[config.mk]
export PLATFORM = sky130hd
export DESIGN_NAME = pipe4_hazard_ctrl
export DESIGN_NICKNAME = d
export VERILOG_FILES = /design/src/rtl/p4h_pkg.sv /design/src/rtl/p4h_stage_track.sv /design/src/rtl/p4h_dep_check.sv /design/src/rtl/p4h_fetch_fsm.sv /design/src/rtl/pipe4_hazard_ctrl.sv
export SDC_FILE = /design/constraint.sdc
export NUM_CORES = 1
export LEC_CHECK = 0
export BUFFER_PORTS_ARGS = -buffer_cell sky130_fd_sc_hd__buf_4
export CORE_MARGIN = 3
export CORE_UTILIZATION = 51
export CTS_CLUSTER_DIAMETER = 50
export CTS_CLUSTER_SIZE = 25
export DETAILED_ROUTE_END_ITERATION = 16
export PLACE_DENSITY_LB_ADDON = 0.12
export SYNTH_ARGS = -nofsm -noshare
export SYNTH_HDL_FRONTEND = slang
export SYNTH_HIERARCHICAL = 1
export SYNTH_SLANG_ARGS = --single-unit
[constraint.sdc]
create_clock -name clk -period 2.6 [get_ports clk]
set_input_delay 0.13 -clock clk [delete_from_list [all_inputs] [get_ports clk]]
set_output_delay 0.13 -clock clk [all_outputs]
set_load 0.02 [all_outputs]
[src/rtl/p4h_pkg.sv]
package p4h_pkg;

    typedef enum logic [0:0] {
        ST_STREAM  = 1'b0,
        ST_RESOLVE = 1'b1
    } fetch_st_e;

    typedef struct packed {
        logic vld;
        logic wr;
        logic cbr;
    } stage_flags_t;

endpackage

[src/rtl/p4h_stage_track.sv]
module p4h_stage_track
    import p4h_pkg::*;
#(
    parameter int REG_W = 5
) (
    input  logic             clk,
    input  logic             rst_n,
    input  logic             fd_load,
    input  logic             fd_bubble,
    input  logic             do_bubble,
    input  logic [REG_W-1:0] dec_dst,
    input  logic             dec_wr,
    input  logic             dec_cbr,
    output logic             d_vld,
    output stage_flags_t     o_flags,
    output logic [REG_W-1:0] o_dst,
    output logic             w_vld,
    output logic             w_wr,
    output logic [REG_W-1:0] w_dst
);

    logic fd_fill;

    assign fd_fill = fd_load && !fd_bubble;

    always_ff @(posedge clk) begin
        if (!rst_n) begin
            d_vld <= 1'b0;
        end else if (fd_load) begin
            d_vld <= fd_fill;
        end
    end

    always_ff @(posedge clk) begin
        if (!rst_n) begin
            o_flags <= '0;
            o_dst   <= '0;
        end else begin
            o_flags.vld <= d_vld && !do_bubble;
            o_flags.wr  <= dec_wr;
            o_flags.cbr <= dec_cbr;
            o_dst       <= dec_dst;
        end
    end

    always_ff @(posedge clk) begin
        if (!rst_n) begin
            w_vld <= 1'b0;
            w_wr  <= 1'b0;
            w_dst <= '0;
        end else begin
            w_vld <= o_flags.vld;
            w_wr  <= o_flags.wr;
            w_dst <= o_dst;
        end
    end

    AST_STALL_GIVES_BUBBLE: assert property (@(posedge clk) disable iff (!rst_n)
        do_bubble |=> !o_flags.vld);

    AST_FROZEN_DECODE_KEPT: assert property (@(posedge clk) disable iff (!rst_n)
        (d_vld && !fd_load) |=> d_vld);

endmodule

[src/rtl/p4h_dep_check.sv]
module p4h_dep_check #(
    parameter int REG_W = 5,
    parameter int N_SRC = 2
) (
    input  logic                   d_vld,
    input  logic [N_SRC*REG_W-1:0] srcs,
    input  logic                   o_vld,
    input  logic                   o_wr,
    input  logic [REG_W-1:0]       o_dst,
    input  logic                   w_vld,
    input  logic                   w_wr,
    input  logic [REG_W-1:0]       w_dst,
    output logic                   hazard
);

    logic             o_live;
    logic             w_live;
    logic [N_SRC-1:0] hit;

    assign o_live = o_vld && o_wr;
    assign w_live = w_vld && w_wr;

    for (genvar i = 0; i < N_SRC; i++) begin : g_src
        logic [REG_W-1:0] s_id;
        assign s_id   = srcs[i*REG_W +: REG_W];
        assign hit[i] = (o_live && (s_id == o_dst)) || (w_live && (s_id == w_dst));
    end

    assign hazard = d_vld && (|hit);

endmodule

[src/rtl/p4h_fetch_fsm.sv]
module p4h_fetch_fsm
    import p4h_pkg::*;
(
    input  logic clk,
    input  logic rst_n,
    input  logic d_vld,
    input  logic dec_jump,
    input  logic dec_cbr,
    input  logic hazard,
    input  logic o_cbr_vld,
    input  logic opr_taken,
    output logic pc_advance,
    output logic pc_redirect,
    output logic redirect_late,
    output logic fd_load,
    output logic fd_bubble,
    output logic do_bubble
);

    fetch_st_e st_q;
    fetch_st_e st_d;
    logic      go;
    logic      go_jump;
    logic      go_cbr;

    assign go      = d_vld && !hazard;
    assign go_jump = go && dec_jump;
    assign go_cbr  = go && dec_cbr && !dec_jump;

    always_ff @(posedge clk) begin
        if (!rst_n) begin
            st_q <= ST_STREAM;
        end else begin
            st_q <= st_d;
        end
    end

    always_comb begin
        st_d = st_q;
        unique case (st_q)
            ST_STREAM:  st_d = go_cbr ? ST_RESOLVE : ST_STREAM;
            ST_RESOLVE: st_d = ST_STREAM;
            default:    st_d = ST_STREAM;
        endcase
    end

    always_comb begin
        pc_advance    = 1'b0;
        pc_redirect   = 1'b0;
        redirect_late = 1'b0;
        fd_load       = 1'b1;
        fd_bubble     = 1'b0;
        do_bubble     = 1'b0;
        unique case (st_q)
            ST_STREAM: begin
                do_bubble   = hazard;
                fd_load     = !hazard;
                fd_bubble   = go_jump || go_cbr;
                pc_redirect = go_jump;
                pc_advance  = !hazard && !go_jump && !go_cbr;
            end
            ST_RESOLVE: begin
                fd_bubble     = 1'b1;
                pc_redirect   = o_cbr_vld && opr_taken;
                redirect_late = o_cbr_vld && opr_taken;
            end
            default: begin
                fd_load = 1'b1;
            end
        endcase
    end

    AST_RESOLVE_ONE_CYCLE: assert property (@(posedge clk) disable iff (!rst_n)
        (st_q == ST_RESOLVE) |=> (st_q == ST_STREAM));

    AST_RESOLVE_SEES_BRANCH: assert property (@(posedge clk) disable iff (!rst_n)
        (st_q == ST_RESOLVE) |-> o_cbr_vld);

    AST_HOLD_AFTER_CBR: assert property (@(posedge clk) disable iff (!rst_n)
        go_cbr |=> (!pc_advance && fd_bubble));

endmodule

[src/rtl/pipe4_hazard_ctrl.sv]
module pipe4_hazard_ctrl
    import p4h_pkg::*;
#(
    parameter int REG_W = 5,
    parameter int N_SRC = 2
) (
    input  logic                   clk,
    input  logic                   rst_n,
    input  logic [N_SRC*REG_W-1:0] dec_src,
    input  logic [REG_W-1:0]       dec_dst,
    input  logic                   dec_wr,
    input  logic                   dec_jump,
    input  logic                   dec_cbr,
    input  logic                   opr_taken,
    output logic                   pc_advance,
    output logic                   pc_redirect,
    output logic                   redirect_late,
    output logic                   fd_load,
    output logic                   fd_bubble,
    output logic                   do_bubble,
    output logic                   w_valid,
    output logic                   wb_en
);

    logic             d_vld;
    stage_flags_t     o_flags;
    logic [REG_W-1:0] o_dst;
    logic             w_vld;
    logic             w_wr;
    logic [REG_W-1:0] w_dst;
    logic             hazard;
    logic             o_cbr_vld;

    assign o_cbr_vld = o_flags.vld && o_flags.cbr;

    p4h_stage_track #(.REG_W(REG_W)) u_track (
        .clk       (clk),
        .rst_n     (rst_n),
        .fd_load   (fd_load),
        .fd_bubble (fd_bubble),
        .do_bubble (do_bubble),
        .dec_dst   (dec_dst),
        .dec_wr    (dec_wr),
        .dec_cbr   (dec_cbr),
        .d_vld     (d_vld),
        .o_flags   (o_flags),
        .o_dst     (o_dst),
        .w_vld     (w_vld),
        .w_wr      (w_wr),
        .w_dst     (w_dst)
    );

    p4h_dep_check #(.REG_W(REG_W), .N_SRC(N_SRC)) u_dep (
        .d_vld  (d_vld),
        .srcs   (dec_src),
        .o_vld  (o_flags.vld),
        .o_wr   (o_flags.wr),
        .o_dst  (o_dst),
        .w_vld  (w_vld),
        .w_wr   (w_wr),
        .w_dst  (w_dst),
        .hazard (hazard)
    );

    p4h_fetch_fsm u_fsm (
        .clk           (clk),
        .rst_n         (rst_n),
        .d_vld         (d_vld),
        .dec_jump      (dec_jump),
        .dec_cbr       (dec_cbr),
        .hazard        (hazard),
        .o_cbr_vld     (o_cbr_vld),
        .opr_taken     (opr_taken),
        .pc_advance    (pc_advance),
        .pc_redirect   (pc_redirect),
        .redirect_late (redirect_late),
        .fd_load       (fd_load),
        .fd_bubble     (fd_bubble),
        .do_bubble     (do_bubble)
    );

    assign w_valid = w_vld;
    assign wb_en   = w_vld && w_wr;

    AST_BUBBLE_NEVER_WRITES: assert property (@(posedge clk) disable iff (!rst_n)
        !o_flags.vld |=> !wb_en);

    AST_JUMP_SQUASHES_NEXT: assert property (@(posedge clk) disable iff (!rst_n)
        (pc_redirect && !redirect_late) |=> !d_vld);

    AST_LATE_NEEDS_BRANCH: assert property (@(posedge clk) disable iff (!rst_n)
        redirect_late |-> (o_cbr_vld && opr_taken));

    AST_STALL_NO_REDIRECT: assert property (@(posedge clk) disable iff (!rst_n)
        do_bubble |-> !pc_redirect);

endmodule

Word-level counts from Yosys, hierarchy flattened
Cells that the tools add are included.
Storage, ports and cells
  register bits after elaboration: 17
  logic and storage cells: 49
Cells by class
  reductions and logical operators: 27
  muxes and demuxes: 8
  equality and inequality tests: 4
  bitwise gates (word level): 1
Operator list (count)
  equality test 5 bit: 4
  logical AND 1 bit: 17
  zero test 1 bit: 6
  one-hot mux 1 bit (2 select lines): 3
  two-way mux 1 bit: 5
  logical OR 1 bit: 3
  OR reduction 2 bit: 1
  NOT 1 bit: 1

Longest topological paths before layout
  depth in word-level cells: 13
  gate-level depth with buffers: 8

By module
Netlist, hierarchy kept.
By module, submodules not included
  p4h_stage_track: cells each 35, area an instance 456.7 sq um, seq. area each 320.3 sq um, times used 1
  p4h_dep_check: cells each 31, area an instance 236.5 sq um, seq. area each 0.0 sq um, times used 1
  p4h_fetch_fsm: cells each 13, area an instance 107.6 sq um, seq. area each 20.0 sq um, times used 1
  pipe4_hazard_ctrl: cells each 2, area an instance 12.5 sq um, seq. area each 0.0 sq um, times used 1

Least setup slack after synthesis
No wires, ideal clock.
  path type: reg2reg
  start: register u_track.w_vld
  end: register u_track.d_vld
  setup time: 116 ps
  required time: 2484 ps
  data arrival time: 1503 ps
  path slack: 980 ps
  clock period less this slack: 1620 ps
  cell stages (with the launch flop): 7
  buffers on the path: 0
  path through: dfxtp_1 nand3_1 nor4_1 nand3_1 nand4_1 nand2b_1 o211a_1
Between the ends
  elaborated cells between the ends (all ways): 17
  those cells by class: 2 x mux; 15 x reduce/logical
RTL lines
  start: declaration: RTL line p4h_stage_track.sv:17  | output logic w_vld,
  start signal: assignment: RTL line p4h_stage_track.sv:52  | w_vld <= o_flags.vld;
  logical AND 1 bit *: RTL line p4h_dep_check.sv:21  | assign w_live = w_vld && w_wr;
  logical AND 1 bit: RTL line p4h_dep_check.sv:26  | assign hit[i] = (o_live && (s_id == o_dst)) || (w_live && (s_id == w_dst));
  logical OR 1 bit: RTL line p4h_dep_check.sv:26
  OR reduction 2 bit *: RTL line p4h_dep_check.sv:29  | assign hazard = d_vld && (|hit);
  logical AND 1 bit *: RTL line p4h_dep_check.sv:29
  via hazard: RTL line pipe4_hazard_ctrl.sv:31  | logic hazard;
  zero test 1 bit *: RTL line p4h_fetch_fsm.sv:57  | fd_load = !hazard;
  two-way mux 1 bit *: RTL line p4h_fetch_fsm.sv:54  | unique case (st_q)
  via fd_load: RTL line pipe4_hazard_ctrl.sv:18  | output logic fd_load,
  logical AND 1 bit: RTL line p4h_stage_track.sv:24  | assign fd_fill = fd_load && !fd_bubble;
  end signal: assignment: RTL line p4h_stage_track.sv:30  | d_vld <= fd_fill;
  end: declaration: RTL line p4h_stage_track.sv:14  | output logic d_vld,
Mark *: on every way through the listed nets, which the timed path passes. The rest lies on a longest branch.
A chain may end at the register's enable or synchronous reset.

Worst setup path after layout
  start: register u_track.d_vld
  end: output port pc_redirect
Between the ends
  cells in the longest elaborated chain, start to end: 5
RTL lines
  logical AND 1 bit: RTL line p4h_dep_check.sv:29
  via hazard: RTL line pipe4_hazard_ctrl.sv:31
  zero test 1 bit: RTL line p4h_fetch_fsm.sv:26  | assign go = d_vld && !hazard;
  logical AND 1 bit: RTL line p4h_fetch_fsm.sv:26
  logical AND 1 bit: RTL line p4h_fetch_fsm.sv:27  | assign go_jump = go && dec_jump;
  one-hot mux 1 bit (2 select lines): RTL line p4h_fetch_fsm.sv:54
  end: declaration: RTL line pipe4_hazard_ctrl.sv:16  | output logic pc_redirect,
The timed path passes the listed nets, and every way through them passes these cells.

==> qor.yml <==
place:
  gp_congestion: 0.791
  pre_cts_ws_ns: 0.909
  placedCellCount: 123
  place_area_sq_mm: 0.00103
  io_buffers: 28
  hpwl_microns: 1270
cells_and_area:
  layout_common_cells: "28 x buf_4, 17 x dfxtp_1, 12 x xor2_1"
  post-route-cell-area_sq_mm: 0.00106
  area_growth_syn_to_layout_pct: 30.0
  final_nets: 134
  post-route-util: 0.756
  num_antenna_cells: 0
  final_common_cell: "buf_4"
  num-fill-cells: 113
  fin_cells: 127
  drive_gt1_frac: 0.420
setup_path:
  critPathBufInv: 1
  r2r-start: "u_track/d_vld$_SDFFE_PN0P_"
  critical-path-top-delay-family: "simple AND/OR/NAND/NOR gates"
  slowest_delay_ns: 0.47
  ff2ff_setup_slack_ns: 0.89
  cpMostUsedCell: "nand3_1"
  crit_arrival_ns: 1.89
  worstReg2RegEnd: "u_track/d_vld$_SDFFE_PN0P_"
  crit_chain: "nand3_1 -> nor4_1 -> nand3_1 -> nand4_1 -> nand2b_4 -> o21bai_1 -> buf_4"
  cp_max_fo: 6
  required_ns: 2.47
  criticalPathCategory: "reg2out"
  cp-end-kind: "output port"
  r2r_cells: 8
  startpoint_type: "flip-flop"
  critPathSlowestCell: "dfxtp_1"
timing:
  skew_ns: 0.000846
  relSlewSlack: 0.812
  clock.fmax_mhz: 496
  worst_pin_slew_ns: 0.280
  slew_viol_final: 0
  hold_viol: 0
  hold_ws_ns: 0.0277
  setup_viol: 0
  layout_min_cycle_time_ns: 2.02
  fin_tns_setup_ns: 0
  worst_slack_ns: 0.584
  period_share: 0.776
  grt_setup_unrepaired: "no"
global_route:
  first_global_vias: 619
  track_usage: 0.181
  grt_max_degree: 18
  grt_overflow: 0
  antenna_found_initial: 0
  grt_pass1_wl_microns: 2600
route:
  vias: 640
  vias_per_cell: 5.04
  routed_wl_microns: 1640
  wl_met3_microns: 120
  wl_per_cell_microns: 12.9
  first_pass_iters: 4
  antenna_left: 0
  wl_met1_microns: 733
  routed.top_layer: "met4"
  route.detailed.drc: 0
  drtIter0Drc: 9
  met2WireLength_microns: 751
worst_hold_path:
  hp-start: "dec_jump"
  worstHoldPathCells: 2
  min-delay-path-class: "in2reg"
  holdPathEnd: "u_fsm/st_q$_SDFF_PP0_"
cts:
  cts_resized: 0
  h-tree-depth: 1
  post-cts-setup-buffers: 0
  clockBufferDepth: 2
  cts-root-buf: "clkbuf_4"
  clk_pin_slew_ns: 0.09
  cts_tree: "built"
  clock-sinks: 17
  hold_buffers: 0
  cts_buffers: 3
  clk_latency_ns: 0.28
synth:
  syn_nets: 102
  yosysSeqAreaShare: 0.418
  synth_cells: 81
  synth-seq-cells: 17
  syn-cell-area_sq_um: 813
  netlist-cell-type-count: 22
  synth.avg_cell_area_sq_um: 10.0
  ys_warn_count: 6
floorplan:
  initial_core_util: 0.581
  core_region_area_sq_mm: 0.00140
  dieArea_sq_mm: 0.00211
  design.portCount: 29
  die_y_microns: 45.9
  row_count: 13
  chipWidth_microns: 45.9
pwr:
  total_power_uw: 515
  total_leakage_power_nw: 0.486
  irDropWorstVdd_mv: 0.396
  p_per_area_mw_per_mm2: 487
outcome:
  status: "completed"
run:
  max_cap_viol_count: 0
==> cell type report <==
cell class                 instances  area (sq um)  share of cell area
timing repair buffer              28           210               0.199
multi-input combinational         62           458               0.433
clock buffer                       4          26.3              0.0249
sequential                        17           340               0.322
tap                               15          18.8              0.0178
inverter                           1          3.75             0.00355
==> power breakdown <==
part           total, mW  internal, mW  switching (mW)
registers          0.285         0.273          0.0120
logic             0.0916        0.0527          0.0389
clock network      0.138        0.0596          0.0782
total              0.515         0.386           0.129
==> layer usage <==
metal  vias up  global-route usage
met5         -                   0
li1        330                   -
met1       286               0.207
met2        20               0.286
met3         4              0.0553
met4         0               0.119
==> cell families after synthesis <==
| kind of cell | Yosys count | synth area share |
|---|---|---|
| and+or+nand+nor | 38 | 0.303 |
| AOI/OAI and AO/OA | 4 | 0.0446 |
| buffers and inverters | 2 | 0.0185 |
| DFF | 17 | 0.418 |
| xor gates and xnor gates | 20 | 0.215 |
==> sequential cells by signal, indices dropped and copies added (netlist names) <==
register and flops:
u_track/w_dst 5, u_track/w_wr 1, u_track/o_flags 3, u_track/o_dst 5
u_track/d_vld 1, u_track/w_vld 1, u_fsm/st_q 1
==> how the worst max path moves through the flow <==
stage | start | endpoint | cells after the start
after CTS | u_track/d_vld$_SDFFE_PN0P_ | pc_redirect | 7
final | u_track/d_vld$_SDFFE_PN0P_ | pc_redirect | 7
after detailed placement | u_track/d_vld$_SDFFE_PN0P_ | pc_redirect | 7
after floorplan | u_track/w_vld$_SDFF_PN0_ | u_track/d_vld$_SDFFE_PN0P_ | 6
after global placement | u_track/d_vld$_SDFFE_PN0P_ | pc_redirect | 7
after global routing | u_track/d_vld$_SDFFE_PN0P_ | pc_redirect | 7
==> Yosys cell counts, drive strengths merged <==
library cell,n,share of area
nor4,5,0.046
xnor2,8,0.086
nor2,2,0.012
o21bai,2,0.023
o211a,1,0.012
nand3,6,0.037
o21a,1,0.0092
xor2,12,0.13
inv,1,0.0046
dfxtp,17,0.42
and3,1,0.0077
nand4,1,0.0077
nand2b,3,0.032
nor3,1,0.0061
buf,1,0.014
nand2,3,0.014
and2,16,0.14
Note: power is estimated with default switching activity, not from simulation.
